<file path="config.mk">
export PLATFORM = sky130hd
export DESIGN_NAME = countdown_timer
export DESIGN_NICKNAME = d
export VERILOG_FILES = /design/src/rtl/tmr_pkg.sv /design/src/rtl/tmr_tick_gen.sv /design/src/rtl/tmr_stamp.sv /design/src/rtl/tmr_event.sv /design/src/rtl/countdown_timer.sv
export SDC_FILE = /design/constraint.sdc
export NUM_CORES = 1
export LEC_CHECK = 0
export BUFFER_PORTS_ARGS = -buffer_cell sky130_fd_sc_hd__buf_2
export CAP_MARGIN = 20
export CORE_MARGIN = 2
export CORE_UTILIZATION = 33
export CTS_CLUSTER_SIZE = 14
export DETAILED_ROUTE_END_ITERATION = 16
export HOLD_SLACK_MARGIN = 0.03
export PLACE_DENSITY_LB_ADDON = 0.12
export SLEW_MARGIN = 20
export SYNTH_ARGS = -nofsm -noshare
export SYNTH_HDL_FRONTEND = slang
export SYNTH_SLANG_ARGS = --single-unit
</file>
<file path="constraint.sdc">
create_clock -name clk -period 2.7 [get_ports clk]
set_clock_uncertainty 0.2 [all_clocks]
set_input_delay 0.54 -clock clk [delete_from_list [all_inputs] [get_ports clk]]
set_output_delay 0.54 -clock clk [all_outputs]
set_load 0.05 [all_outputs]
</file>
<file path="src/rtl/tmr_pkg.sv">
package tmr_pkg;
  localparam logic [3:0] OFS_COUNT = 4'h0;
  localparam logic [3:0] OFS_CTRL  = 4'h4;
  localparam logic [3:0] OFS_STAMP = 4'h8;

  localparam int CB_EN   = 0;
  localparam int CB_PER  = 1;
  localparam int CB_RLD  = 2;
  localparam int CB_FLAG = 7;

  typedef struct packed {
    logic flag;
    logic rld;
    logic per;
    logic en;
  } ctrl_t;

  function automatic logic [7:0] pack_ctrl(input ctrl_t c);
    logic [7:0] b;
    b = '0;
    b[CB_EN]   = c.en;
    b[CB_PER]  = c.per;
    b[CB_RLD]  = c.rld;
    b[CB_FLAG] = c.flag;
    return b;
  endfunction

  function automatic logic is_reload_mode(input ctrl_t c);
    return c.per && c.rld;
  endfunction
endpackage

</file>
<file path="src/rtl/tmr_tick_gen.sv">
module tmr_tick_gen #(
  parameter int TICK_DIV = 200
) (
  input  logic clk,
  input  logic rst_n,
  output logic tick
);
  localparam int PW = (TICK_DIV > 1) ? $clog2(TICK_DIV) : 1;
  localparam logic [PW-1:0] LAST = PW'(TICK_DIV - 1);

  generate
    if (TICK_DIV > 1) begin : g_div
      logic [PW-1:0] pre_q;
      always_ff @(posedge clk or negedge rst_n) begin
        if (!rst_n)           pre_q <= '0;
        else if (pre_q == LAST) pre_q <= '0;
        else                  pre_q <= pre_q + 1'b1;
      end
      assign tick = (pre_q == LAST);

      assert_tick_gap_R2: assert property (@(posedge clk) disable iff (!rst_n)
        tick |=> !tick);
    end else begin : g_pass
      assign tick = 1'b1;
    end
  endgenerate
endmodule

</file>
<file path="src/rtl/tmr_stamp.sv">
module tmr_stamp #(
  parameter int TS_W = 32
) (
  input  logic            clk,
  input  logic            rst_n,
  input  logic            tick,
  output logic [TS_W-1:0] stamp
);
  always_ff @(posedge clk or negedge rst_n) begin
    if (!rst_n)    stamp <= '0;
    else if (tick) stamp <= stamp + 1'b1;
  end

  assert_stamp_step_R8: assert property (@(posedge clk) disable iff (!rst_n)
    tick |=> stamp == TS_W'($past(stamp) + 1'b1));
  assert_stamp_hold_R8: assert property (@(posedge clk) disable iff (!rst_n)
    !tick |=> $stable(stamp));
endmodule

</file>
<file path="src/rtl/tmr_event.sv">
module tmr_event
  import tmr_pkg::*;
#(
  parameter int CNT_W = 32
) (
  input  logic             clk,
  input  logic             rst_n,
  input  logic             tick,
  input  logic             cnt_wr,
  input  logic             ctrl_wr,
  input  logic [CNT_W-1:0] wdata,
  input  logic [7:0]       wctrl,
  output logic [CNT_W-1:0] cnt_q,
  output ctrl_t            ctrl_q,
  output logic             expire
);
  logic [CNT_W-1:0] reload_q;
  logic             run;
  logic             reload_mode;

  assign run         = ctrl_q.en && tick;
  assign expire      = run && (cnt_q <= CNT_W'(1));
  assign reload_mode = is_reload_mode(ctrl_q);

  always_ff @(posedge clk or negedge rst_n) begin
    if (!rst_n) begin
      cnt_q    <= '0;
      reload_q <= '0;
    end else if (cnt_wr) begin
      cnt_q    <= wdata;
      reload_q <= wdata;
    end else if (expire) begin
      cnt_q    <= reload_mode ? reload_q : '0;
    end else if (run) begin
      cnt_q    <= cnt_q - 1'b1;
    end
  end

  always_ff @(posedge clk or negedge rst_n) begin
    if (!rst_n) begin
      ctrl_q <= '0;
    end else begin
      if (ctrl_wr) begin
        ctrl_q.en  <= wctrl[CB_EN];
        ctrl_q.per <= wctrl[CB_PER];
        ctrl_q.rld <= wctrl[CB_RLD];
      end else if (expire && !reload_mode) begin
        ctrl_q.en  <= 1'b0;
      end
      if (expire)                         ctrl_q.flag <= 1'b1;
      else if (ctrl_wr && wctrl[CB_FLAG]) ctrl_q.flag <= 1'b0;
    end
  end

  assert_count_hold_R2: assert property (@(posedge clk) disable iff (!rst_n)
    (!run && !cnt_wr) |=> $stable(cnt_q));
  assert_flag_on_expiry_R4: assert property (@(posedge clk) disable iff (!rst_n)
    expire |=> ctrl_q.flag);
  assert_oneshot_stop_R5: assert property (@(posedge clk) disable iff (!rst_n)
    (expire && !reload_mode && !ctrl_wr && !cnt_wr) |=> (!ctrl_q.en && cnt_q == '0));
  assert_periodic_reload_R6: assert property (@(posedge clk) disable iff (!rst_n)
    (expire && reload_mode && !cnt_wr) |=> cnt_q == $past(reload_q));
  assert_ack_clears_R7: assert property (@(posedge clk) disable iff (!rst_n)
    (ctrl_wr && wctrl[CB_FLAG] && !expire) |=> !ctrl_q.flag);
  assert_enable_written_R7: assert property (@(posedge clk) disable iff (!rst_n)
    ctrl_wr |=> ctrl_q.en == $past(wctrl[CB_EN]));
endmodule

</file>
<file path="src/rtl/countdown_timer.sv">
module countdown_timer
  import tmr_pkg::*;
#(
  parameter int TICK_DIV = 200,
  parameter int CNT_W    = 32,
  parameter int TS_W     = 32,
  parameter int ADDR_W   = 4
) (
  input  logic              clk,
  input  logic              rst_n,
  input  logic              bus_sel,
  input  logic              bus_wr,
  input  logic [ADDR_W-1:0] bus_addr,
  input  logic [31:0]       bus_wdata,
  output logic [31:0]       bus_rdata,
  output logic              irq
);
  localparam logic [ADDR_W-1:0] A_COUNT = ADDR_W'(OFS_COUNT);
  localparam logic [ADDR_W-1:0] A_CTRL  = ADDR_W'(OFS_CTRL);
  localparam logic [ADDR_W-1:0] A_STAMP = ADDR_W'(OFS_STAMP);

  logic             tick;
  logic             cnt_wr, ctrl_wr, rd_req, addr_mapped;
  logic             expire;
  logic [CNT_W-1:0] cnt_q;
  ctrl_t            ctrl_q;
  logic [TS_W-1:0]  stamp;
  logic [31:0]      rd_mux;

  assign cnt_wr      = bus_sel && bus_wr && (bus_addr == A_COUNT);
  assign ctrl_wr     = bus_sel && bus_wr && (bus_addr == A_CTRL);
  assign rd_req      = bus_sel && !bus_wr;
  assign addr_mapped = (bus_addr == A_COUNT) || (bus_addr == A_CTRL) || (bus_addr == A_STAMP);

  tmr_tick_gen #(.TICK_DIV(TICK_DIV)) u_tick (
    .clk(clk), .rst_n(rst_n), .tick(tick));

  tmr_event #(.CNT_W(CNT_W)) u_event (
    .clk(clk), .rst_n(rst_n), .tick(tick),
    .cnt_wr(cnt_wr), .ctrl_wr(ctrl_wr),
    .wdata(bus_wdata[CNT_W-1:0]), .wctrl(bus_wdata[7:0]),
    .cnt_q(cnt_q), .ctrl_q(ctrl_q), .expire(expire));

  tmr_stamp #(.TS_W(TS_W)) u_stamp (
    .clk(clk), .rst_n(rst_n), .tick(tick), .stamp(stamp));

  always_comb begin
    rd_mux = '0;
    if (bus_addr == A_COUNT)      rd_mux[CNT_W-1:0] = cnt_q;
    else if (bus_addr == A_CTRL)  rd_mux[7:0]       = pack_ctrl(ctrl_q);
    else if (bus_addr == A_STAMP) rd_mux[TS_W-1:0]  = stamp;
  end

  always_ff @(posedge clk or negedge rst_n) begin
    if (!rst_n)      bus_rdata <= '0;
    else if (rd_req) bus_rdata <= rd_mux;
  end

  assign irq = ctrl_q.flag;

  assert_unmapped_zero_R9: assert property (@(posedge clk) disable iff (!rst_n)
    (rd_req && !addr_mapped) |=> bus_rdata == '0);
  assert_rdata_hold_R9: assert property (@(posedge clk) disable iff (!rst_n)
    !rd_req |=> $stable(bus_rdata));
  assert_irq_rise_R4: assert property (@(posedge clk) disable iff (!rst_n)
    $rose(irq) |-> $past(expire));
  initial assert_params_R3: assert (CNT_W <= 32 && TS_W <= 32 && CNT_W >= 2);
endmodule

</file>
==> run metrics, run 1 <==
status=finished, final reports clean; number of flops mapped to enable cells by yosys=0; number of diodes=0; Max Fanout on Critical Path=14; number of global-route vias before repair=6400; dpl cell area=0.008249 mm²; CP max stage cell=or4_4; Cell Rows=53; syn nets=839; CTS root buf=clkbuf_16; post-synthesis cell type count=65; clk slew on worst S/H paths=70 ps; worst path bufs/invs=1; gr usage total=20.46%; critical path's top delay family=simple AND/OR/NAND/NOR gates; # port buffers=72; Area Overhead vs Synth=25.42%; largest family of logic cells by synthesized area=simple AND/OR/NAND/NOR gates; Hold Path Class=in -> reg; pin count of the biggest net entering global routing=88; Fin. Hold Viols=0; via count=6476; DR WL/cell=18.69 µm; DP Worst Slack=40.50 ps; # Max-Cap Violations=0; Synth Register Bits=140; nets=952; Top FF cell, synth=dfrtp_1; drt drc=0; Tightest Pin Transition=889.5 ps; I/O pins=73; ratio of cells with drive above 1 in the final layout=22.48%; die height=151.3 µm; RePlAce Congestion=0.8535; TritonCTS Buffers=17; Layout Cells excl Fill=1196; sequential area share after synthesis=48.95%; CP endpoint kind=flip-flop; placed cells=1160; post-layout min period=2613 ps; Compound-Gate Fraction of Synth Area=15.96%; hold slack=120.1 ps; Synth Area in Simple Gates=24.21%; Setup TNS Final=0 ps; setup violators final=0; initial antenna violation count=0; First-pass DRT Iterations=5; Worst EP arrival=2710 ps; xor-xnor portion of the synthesized cell area=5.752%; Synth Cell Area=0.007157 mm²; Slew headroom=40.70%; Ys Warns=0; R2R depth=7; PwrDens=653.3 mW/mm²; Clock Latency Late Sink=430 ps; Post-Synth Adder-Cell Area=0.6993%; share of flip-flops with an asynchronous set or reset=100.0%; die width=151.3 µm; post-route ant nets=0; CTS tree=built; Avg Vias per Cell=5.415; Crit path required time=2790 ps; Max Slew Vio Count=0; maximum vdd drop=0.3912 mV; die area=0.02288 mm²; post-synth top area cell=dfrtp_1; Max stage delay on crit path=560 ps; Hold Path Stages=3; Initial Util=33.83%; # clock sinks=140; Tcrit/Tclk final=96.77%; Max Fclk=0.3827 GHz; GR Overflow Total=0; final WL=22360 µm; Core ar.=0.02115 mm²; multiplexer area fraction after synthesis=1.171%; fin area=0.008976 mm²; Syn Area/Cell=9.002 µm²; top cell type's share of synthesized area=48.95%; htree depth=4; final worst-path setup slack=87.11 ps; Max clock buf depth=2; Initial DRC Count=494; leading post-synthesis cells by cell area=dfrtp_1 49%, nand2_1 9.6%, xnor2_1 4.3%; Leakage=0.004051 µW; worst setup path category=reg -> reg; Startpoint Class=flip-flop; Mapped Cells=795; first-pass GRT wire length=35540 µm; DP HPWL=16040 µm; number of cells on the critical path=7; critical path cell sequence=or4_4, nor4_4, and4b_2, buf_6, a21boi_0, o31a_1, nor3_1
[final timing paths]
kind                                  startpoint               endpoint  slack [ps]
min in group asynchronous                  rst_n           bus_rdata[4]         260
max reg2reg                     u_event.cnt_q[2]      u_event.cnt_q[28]          90
min                                bus_wdata[21]   u_event.reload_q[21]         120
min reg2reg                u_tick.g_div.pre_q[0]  u_tick.g_div.pre_q[0]         250
max                             u_event.cnt_q[2]      u_event.cnt_q[28]          90
max in group asynchronous                  rst_n      u_stamp.stamp[14]        1240
[per-layer routing]
metal	share of wire (%)	track usage (%)	wire, µm
met4	1.3	5.981	285
met2	46	31.86	10290
met3	5.1	3.494	1150
met1	48	29.22	10630
met5	0	0	0
[sequential cells by signal (all words and copies together) (netlist names)]
signal and flops:
bus_rdata 32, u_event.cnt_q 32, u_event.ctrl_q 4, u_event.reload_q 32, u_stamp.stamp 32, u_tick.g_div.pre_q 8
[logic make-up after synthesis]
kind of cell,Yosys count
compound gates,176
xor+xnor,47
fa+ha+maj,4
buf+inv,58
flops,140
mux,8
simple gates,362
[layout make-up]
class                   instances  area [µm²]
multi-input cells             597        3498
flip-flops and latches        140        3505
repair buffers                145       970.9
well taps                     275       344.1
clock inverters                13       178.9
fillers                      2120       12180
inverters                       7       26.28
clock buffers                  19       452.9
[layout by cell type (no fill, tap or decap), types with 12 or more instances in the layout]
cell type and instances:
buf_2 71, xnor2_1 35, nor2_1 31, nand3_1 39, nand4_1 18, xor2_1 12, dfrtp_1 139, a22oi_1 36
nor3_1 21, a31oi_1 16, a21oi_1 19, clkbuf_16 17, nand2_1 183, buf_4 67, o21ai_0 55
[cell usage after synthesis (all sizes together) (4+ instances only)]
library cell  count
xnor2            35
buf              14
nand2           183
dfrtp           140
mux2i             5
nand2b            4
and4              6
ha                4
nand4            18
a22oi            36
nor3             24
or3               4
inv               7
nor4             12
nand3            41
and2              6
o21a              6
a31oi            16
xor2             12
o21ai            57
nor2             33
o22ai             8
clkbuf           37
or4               4
a22o              5
and3             10
a21oi            19
[power breakdown]
group	switching [µW]	leakage [µW]	internal [µW]
combinational	559	0.00191	367
clock	992	0.000312	1530
sequential	136	0.00183	2280
[timing repair]
item / in CTS / in global routing
hold endpoints to repair: 88 / 0
gates resized for setup: 0 / 15
hold buffers: 1 / 0
buffers inserted: 0 / 3
endpoints found under the setup margin: 0 / 12
[through the flow]
stage	total power (µW)	utilization [%]
final	5864	42.43
after global routing	6130	42.43
after CTS	5882	42.03
after detailed placement	3349	39.00
after global placement	3335	39.00
after floorplan	2926	-
[worst reg2reg max path, stage by stage, from the launching register on]
cell and delay, ps:
dfrtp_1 410, or4_4 560, nor4_4 390, and4b_2 340
buf_6 180, a21boi_0 220, o31a_1 160, nor3_1 40
Power figures use the tool's default switching activity.
==> run 2: changes to the inputs <==
--- a/config.mk
+++ b/config.mk
@@ -8,7 +8,8 @@
 export BUFFER_PORTS_ARGS = -buffer_cell sky130_fd_sc_hd__buf_2
 export CAP_MARGIN = 20
 export CORE_MARGIN = 2
-export CORE_UTILIZATION = 33
+export CORE_UTILIZATION = 55
+export CTS_BUF_LIST = sky130_fd_sc_hd__clkbuf_2 sky130_fd_sc_hd__clkbuf_4 sky130_fd_sc_hd__clkbuf_8
 export CTS_CLUSTER_SIZE = 14
 export DETAILED_ROUTE_END_ITERATION = 16
 export HOLD_SLACK_MARGIN = 0.03
==> run metrics, run 2 (same netlist as run 1, synthesis figures left out) <==
final worst-path setup slack=82.41 ps (-4.704 ps); Cell Rows=41 (-23%); htree depth=4 (unchanged); CTS root buf=clkbuf_8; Tightest Pin Transition=621.6 ps (-267.8 ps); Reg power frac=48.3% (+7.1 points); NetSw=1511 µW (-10%); Max Fclk=0.3820 GHz (-0.18%); Initial Util=56.48% (+23 points); setup violators final=0 (unchanged); critical path cell sequence=or4_4, buf_4, or4_4, nor3_4, xor2_1, nand2_1, a31oi_1; via count=6534 (+0.90%); Crit path required time=2870 ps (+80 ps); Max stage delay on crit path=580 ps (+20 ps); gr usage total=31.36% (+11 points); Leakage=0.003923 µW (-3.2%); Hold Path Stages=3 (unchanged); Max Slew Vio Count=0 (unchanged); first-pass GRT wire length=34160 µm (-3.9%); Worst EP arrival=2790 ps (+80 ps); clk slew on worst S/H paths=80 ps (about the same); number of diodes=0 (unchanged); CP endpoint kind=flip-flop; Tcrit/Tclk final=96.95% (+0.17 points); Startpoint Class=flip-flop; Clk pwr share=33.9% (-9.1 points); number of global-route vias before repair=6432 (+0.50%); hold slack=93.68 ps (-26.42 ps); DP HPWL=15210 µm (-5.2%); CTS tree=built; Clock Latency Late Sink=460 ps (+30 ps); worst setup path category=reg -> reg; DP Worst Slack=31.92 ps (-8.582 ps); Max clock buf depth=2 (unchanged); PwrDens=584.8 mW/mm² (-10%); met3 WL=1366 µm (+19%); die height=118.1 µm (-22%); final WL=20750 µm (-7.2%); post-layout min period=2618 ps (+4.704 ps); die area=0.01394 mm² (-39%); cell internal pwr=3513 µW (-16%); maximum vdd drop=0.3342 mV (-15%); crit-path most repeated cell=or4_4; worst path bufs/invs=1 (unchanged); CP max stage cell=or4_4; status=finished, final reports clean; R2R depth=7 (unchanged); die width=118.1 µm (-22%); Setup TNS Final=0 ps (unchanged); initial antenna violation count=0 (unchanged); critical path's top delay family=simple AND/OR/NAND/NOR gates; Net Sw Frac=30.07% (+1.3 points); Avg Vias per Cell=6.006 (+11%); Area Overhead vs Synth=20.03%; Fin. Hold Viols=0 (unchanged); drt drc=0 (unchanged); I/O pins=73 (unchanged); ratio of cells with drive above 1 in the final layout=21.94% (-0.53 points); Post-CTS Setup Inserts=0 (unchanged); # clock sinks=140 (unchanged); Hold Startpoint=bus_wdata[6]; pin count of the biggest net entering global routing=58 (-34%); GR Overflow Total=0 (unchanged); dpl cell area=0.008118 mm² (-1.6%); # port buffers=72 (unchanged); Comb power frac=17.8% (+2.0 points); met2 wire length=9532 µm (-7.3%); TritonCTS Buffers=17 (unchanged); number of cells on the critical path=7 (unchanged); # Max-Cap Violations=0 (unchanged); post-route ant nets=0 (unchanged); Slew headroom=58.24% (+18 points); First-pass DRT Iterations=5 (unchanged); Hold Path Class=in -> reg; top sig layer=met4; RSZ-0062 raised after global routing=false; Max Fanout on Critical Path=5 (-9); CP startpoint=u_event.cnt_q[12]; DR WL/cell=19.07 µm (+2.0%); Initial DRC Count=645 (+31%); most common cell after layout, fill and taps aside=nand2_1; routed length on met1=9319 µm (-12%); fin area=0.008591 mm² (-4.3%); nets=947 (-0.53%); RePlAce Congestion=1.019 (+19%); most frequent cells in the layout=182 x nand2_1, 140 x dfrtp_1, 71 x buf_2; Core ar.=0.01267 mm² (-40%); Reg2Reg Launch Point=u_event.cnt_q[12]
-- run 2: changes by cell type in the layout (fill, tap and decap cells not counted), sizes merged --
cell / previous run / this run
buf: 144 / 139
clkinvlp: 0 / 1
clkbuf: 19 / 21
inv: 12 / 7
bufinv: 3 / 2
clkinv: 5 / 8
-- run 2: layer usage --
metal  GRT usage, %  up-vias
met5              0        -
met4          13.03        0
li1               -     3056
met3          7.171       48
met2          47.98      250
met1          43.06     3180
-- run 2: final timing paths --
| check | slack [ps] | to |
|---|---|---|
| max in group asynchronous | 1250 | u_event.ctrl_q[0] |
| min in group asynchronous | 410 | u_stamp.stamp[10] |
| worst min register to register | 260 | u_tick.g_div.pre_q[0] |
| worst min-delay path | 90 | u_event.reload_q[6] |
| worst max register to register | 80 | u_event.cnt_q[22] |
| worst max-delay path | 80 | u_event.cnt_q[22] |
-- run 2: layout make-up --
| cell class | instances | area (µm²) |
|---|---|---|
| fill | 1124 | 4080 |
| multi-input combinational | 597 | 3508 |
| sequential | 140 | 3503 |
| timing repair buffer | 140 | 942.2 |
| clock buffer | 21 | 276.5 |
| tap | 172 | 215.2 |
| clock inverter | 11 | 118.9 |
| inverter | 7 | 26.28 |
-- run 2: metrics by stage --
step                      instances  total power (µW)  util [%]
after floorplan                 795              2926         -
after global placement         1055              3301     64.07
after detailed placement       1055              3324     64.07
after CTS                      1088              5014     67.31
after global routing           1088              5266     67.80
final                          1088              5024     67.80
-- run 2: power by group through the flow --
stage / sequential (µW) / clock, µW / combinational, µW
floorplan: 2490 / 0 / 438
global placement: 2450 / 0 / 852
detailed placement: 2460 / 0 / 869
CTS: 2420 / 1720 / 875
global route: 2450 / 1830 / 983
finish: 2430 / 1700 / 894
-- run 2: worst min-delay path: cells and delay by family --
kind,cells,cell delay (ps)
buffers and inverters,1,90
and+or+nand+nor,2,90
-- run 2: repair_timing --
action,in CTS,in global routing
gates resized for setup,1,13
pin swaps,0,3
hold buffers,1,0
gates cloned,0,0
endpoints found under the hold margin,50,0
endpoints found under the setup margin,1,16
==> run 3: changes to the inputs <==
--- a/config.mk
+++ b/config.mk
@@ -5,10 +5,12 @@
 export SDC_FILE = /design/constraint.sdc
 export NUM_CORES = 1
 export LEC_CHECK = 0
+export ABC_AREA = 1
+export ABC_CLOCK_PERIOD_IN_PS = 2700
 export BUFFER_PORTS_ARGS = -buffer_cell sky130_fd_sc_hd__buf_2
 export CAP_MARGIN = 20
 export CORE_MARGIN = 2
-export CORE_UTILIZATION = 55
+export CORE_UTILIZATION = 56
 export CTS_BUF_LIST = sky130_fd_sc_hd__clkbuf_2 sky130_fd_sc_hd__clkbuf_4 sky130_fd_sc_hd__clkbuf_8
 export CTS_CLUSTER_SIZE = 14
 export DETAILED_ROUTE_END_ITERATION = 16
==> run metrics, run 3 <==
RSZ-0062 raised after global routing=false; number of global-route vias before repair=6992 (+8.7%); setup violators final=0 (unchanged); Initial Util=57.28% (+0.80 points); Post-CTS Setup Inserts=0 (unchanged); number of flops mapped to enable cells by yosys=0 (unchanged); Tcrit/Tclk final=90.21% (-6.7 points); # Max-Cap Violations=0 (unchanged); CP max stage cell=dfrtp_1; Hold Path Class=in -> reg; Hold Path Stages=3 (unchanged); Ys Warns=0 (unchanged); die width=123.2 µm (+4.3%); reg2reg end=u_event.cnt_q[28]; # port buffers=72 (unchanged); post-layout min period=2436 ps (-181.8 ps); status=finished, final reports clean; gr usage total=29.64% (-1.7 points); Commonest cells post-synth=348 x nand2_1, 140 x dfrtp_1, 104 x inv_1, 104 x nor2_1, 76 x nand3_1; most frequent cells in the layout=348 x nand2_1, 140 x dfrtp_1, 104 x inv_1; Clock Latency Late Sink=470 ps (about the same); htree depth=4 (unchanged); Synth Register Bits=140 (unchanged); syn nets=1119 (+33%); nets=1190 (+26%); most common cell after layout, fill and taps aside=nand2_1; CTS tree=built; Min-Delay Endpoint=u_event.reload_q[30]; Core ar.=0.01388 mm² (+9.5%); Tightest Pin Transition=731.8 ps (+110.2 ps); CTS root buf=clkbuf_8; clk slew on worst S/H paths=80 ps (about the same); initial antenna violation count=0 (unchanged); Comb power frac=22.9% (+5.1 points); post-synth top area cell=dfrtp_1; Crit path required time=2850 ps (-20 ps); first-pass GRT wire length=34570 µm (+1.2%); crit-path most repeated cell=nand2_1; PwrDens=661.1 mW/mm² (+13%); Startpoint Class=flip-flop; cell internal pwr=3938 µW (+12%); maximum vdd drop=0.4440 mV (+33%); GR Overflow Total=0 (unchanged); NetSw=2011 µW (+33%); Max clock buf depth=2 (unchanged); Mapped Cells=1075 (+35%); share of flip-flops with an asynchronous set or reset=100.0% (unchanged); Leakage=0.004554 µW (+16%); Max Slew Vio Count=0 (unchanged); Avg Vias per Cell=5.452 (-9.2%); leading post-synthesis cells by cell area=dfrtp_1 44%, nand2_1 16%, xor2_1 5.4%; Cell Rows=43 (+4.9%); top cell type's share of synthesized area=44.06% (-4.9 points); # clock sinks=140 (unchanged); Max Fanout on Critical Path=5 (unchanged); Top FF cell, synth=dfrtp_1; First-pass DRT Iterations=5 (unchanged); critical path cell sequence=inv_1, ha_1, nand2_1, nor2_2, nand2_1, a21oi_1, nand2_1, nand2_1, nand2_1, nand2_1, a21oi_1; via count=7300 (+12%); Max Fclk=0.4105 GHz (+7.5%); CP endpoint kind=flip-flop; R2R depth=11 (+4); die area=0.01517 mm² (+8.8%); Setup TNS Final=0 ps (unchanged); Reg2Reg Setup Slack=260 ps (+180 ps); Syn Area/Cell=7.397 µm² (-18%); TritonCTS Buffers=17 (unchanged); hold slack=89.77 ps (-3.908 ps); I/O pins=73 (unchanged); final WL=20880 µm (+0.62%); Worst EP arrival=2590 ps (-200 ps); Total Power=5949 µW (+18%); drt drc=0 (unchanged); number of diodes=0 (unchanged); worst setup path category=reg -> reg; count leader, synth=nand2_1; Synth Cell Area=0.007951 mm² (+11%); Net Sw Frac=33.80% (+3.7 points); Slew headroom=51.16% (-7.1 points); RePlAce Congestion=1.022 (+0.29%); Clk pwr share=32.9% (-1.0 points); Initial DRC Count=775 (+20%); Hold Startpoint=bus_wdata[30]; DR WL/cell=15.59 µm (-18%); Max stage delay on crit path=380 ps (-200 ps); post-route ant nets=0 (unchanged); die height=123.2 µm (+4.3%); Fin. Hold Viols=0 (unchanged); Fill cells=1281 (+14%); Area Overhead vs Synth=13.17%; sequential area share after synthesis=44.06% (-4.9 points); DP HPWL=15180 µm (-0.15%); pin count of the biggest net entering global routing=51 (-12%); post-synthesis cell type count=33 (-49%); ratio of cells with drive above 1 in the final layout=14.32% (-7.6 points); Reg power frac=44.2% (-4.1 points); Reg2Reg Launch Point=u_event.cnt_q[1]
==> run 3: repair_timing <==
item,CTS,global route
gates resized for setup,0,0
hold buffers,1,0
hold endpoints to repair,48,0
==> run 3: final cells by class <==
cell class	instances	area, µm²	share of cell area (%)
Clock buffer	23	304.0	3.379
Clock inverter	9	157.7	1.752
Inverter	113	424.2	4.714
Multi-Input combinational cell	785	3837	42.64
Sequential cell	140	3503	38.93
Tap cell	180	225.2	2.503
Timing Repair Buffer	89	546.8	6.076
==> run 3: cells by family after synthesis <==
kind of cell	count (synthesis)	synth area share, %
xor+xnor	51	5.618
buf+inv	150	7.710
compound gates	124	8.670
fa+ha+maj	4	0.6295
simple gates	606	33.31
flops	140	44.06
==> run 3: metal layers <==
| metal | vias up | part of all wire (%) | track usage [%] |
|---|---|---|---|
| met5 | - | 0 | 0 |
| met1 | 3419 | 45 | 40.92 |
| met4 | 0 | 2.3 | 10.65 |
| met3 | 40 | 6.8 | 6.827 |
| met2 | 260 | 46 | 45.88 |
| li1 | 3581 | - | - |
==> run 3: how the worst max path moves through the flow <==
stage / slack (ps) / startpoint / end / cells past startpoint
floorplan: 710 / bus_addr[3] / u_event.reload_q[19] / 8
global placement: 230 / bus_addr[1] / u_event.cnt_q[1] / 9
detailed placement: 140 / bus_addr[1] / u_event.cnt_q[4] / 9
CTS: 310 / u_event.cnt_q[0] / u_event.cnt_q[28] / 11
global route: 130 / u_event.cnt_q[0] / u_event.cnt_q[28] / 11
finish: 260 / u_event.cnt_q[1] / u_event.cnt_q[28] / 11
==> run 3: power groups by stage <==
stage / sequential (µW) / clock [µW] / combinational (µW)
floorplan: 2670 / 0 / 858
global placement: 2650 / 0 / 1320
detailed placement: 2660 / 0 / 1330
CTS: 2620 / 1980 / 1350
global route: 2660 / 2080 / 1540
finish: 2630 / 1960 / 1360
==> run 3: stage by stage <==
step	setup slack, ps	utilization [%]	instances	instance area [µm²]
after detailed placement	141.0	61.43	1306	8527
after floorplan	709.7	-	1075	7951
after CTS	313.9	64.83	1339	8999
after global placement	231.6	61.43	1306	8527
after global routing	131.1	64.83	1339	8999
final	264.2	64.83	1339	8999
==> run 3: worst max-delay path: cells and delay by family, from the launching register on <==
| kind | cells | cell delay (ps) |
|---|---|---|
| and+or+nand+nor | 7 | 940 |
| AOI/OAI and AO/OA | 2 | 420 |
| DFF | 1 | 380 |
| adders and majority gates | 1 | 230 |
| buffers and inverters | 1 | 150 |
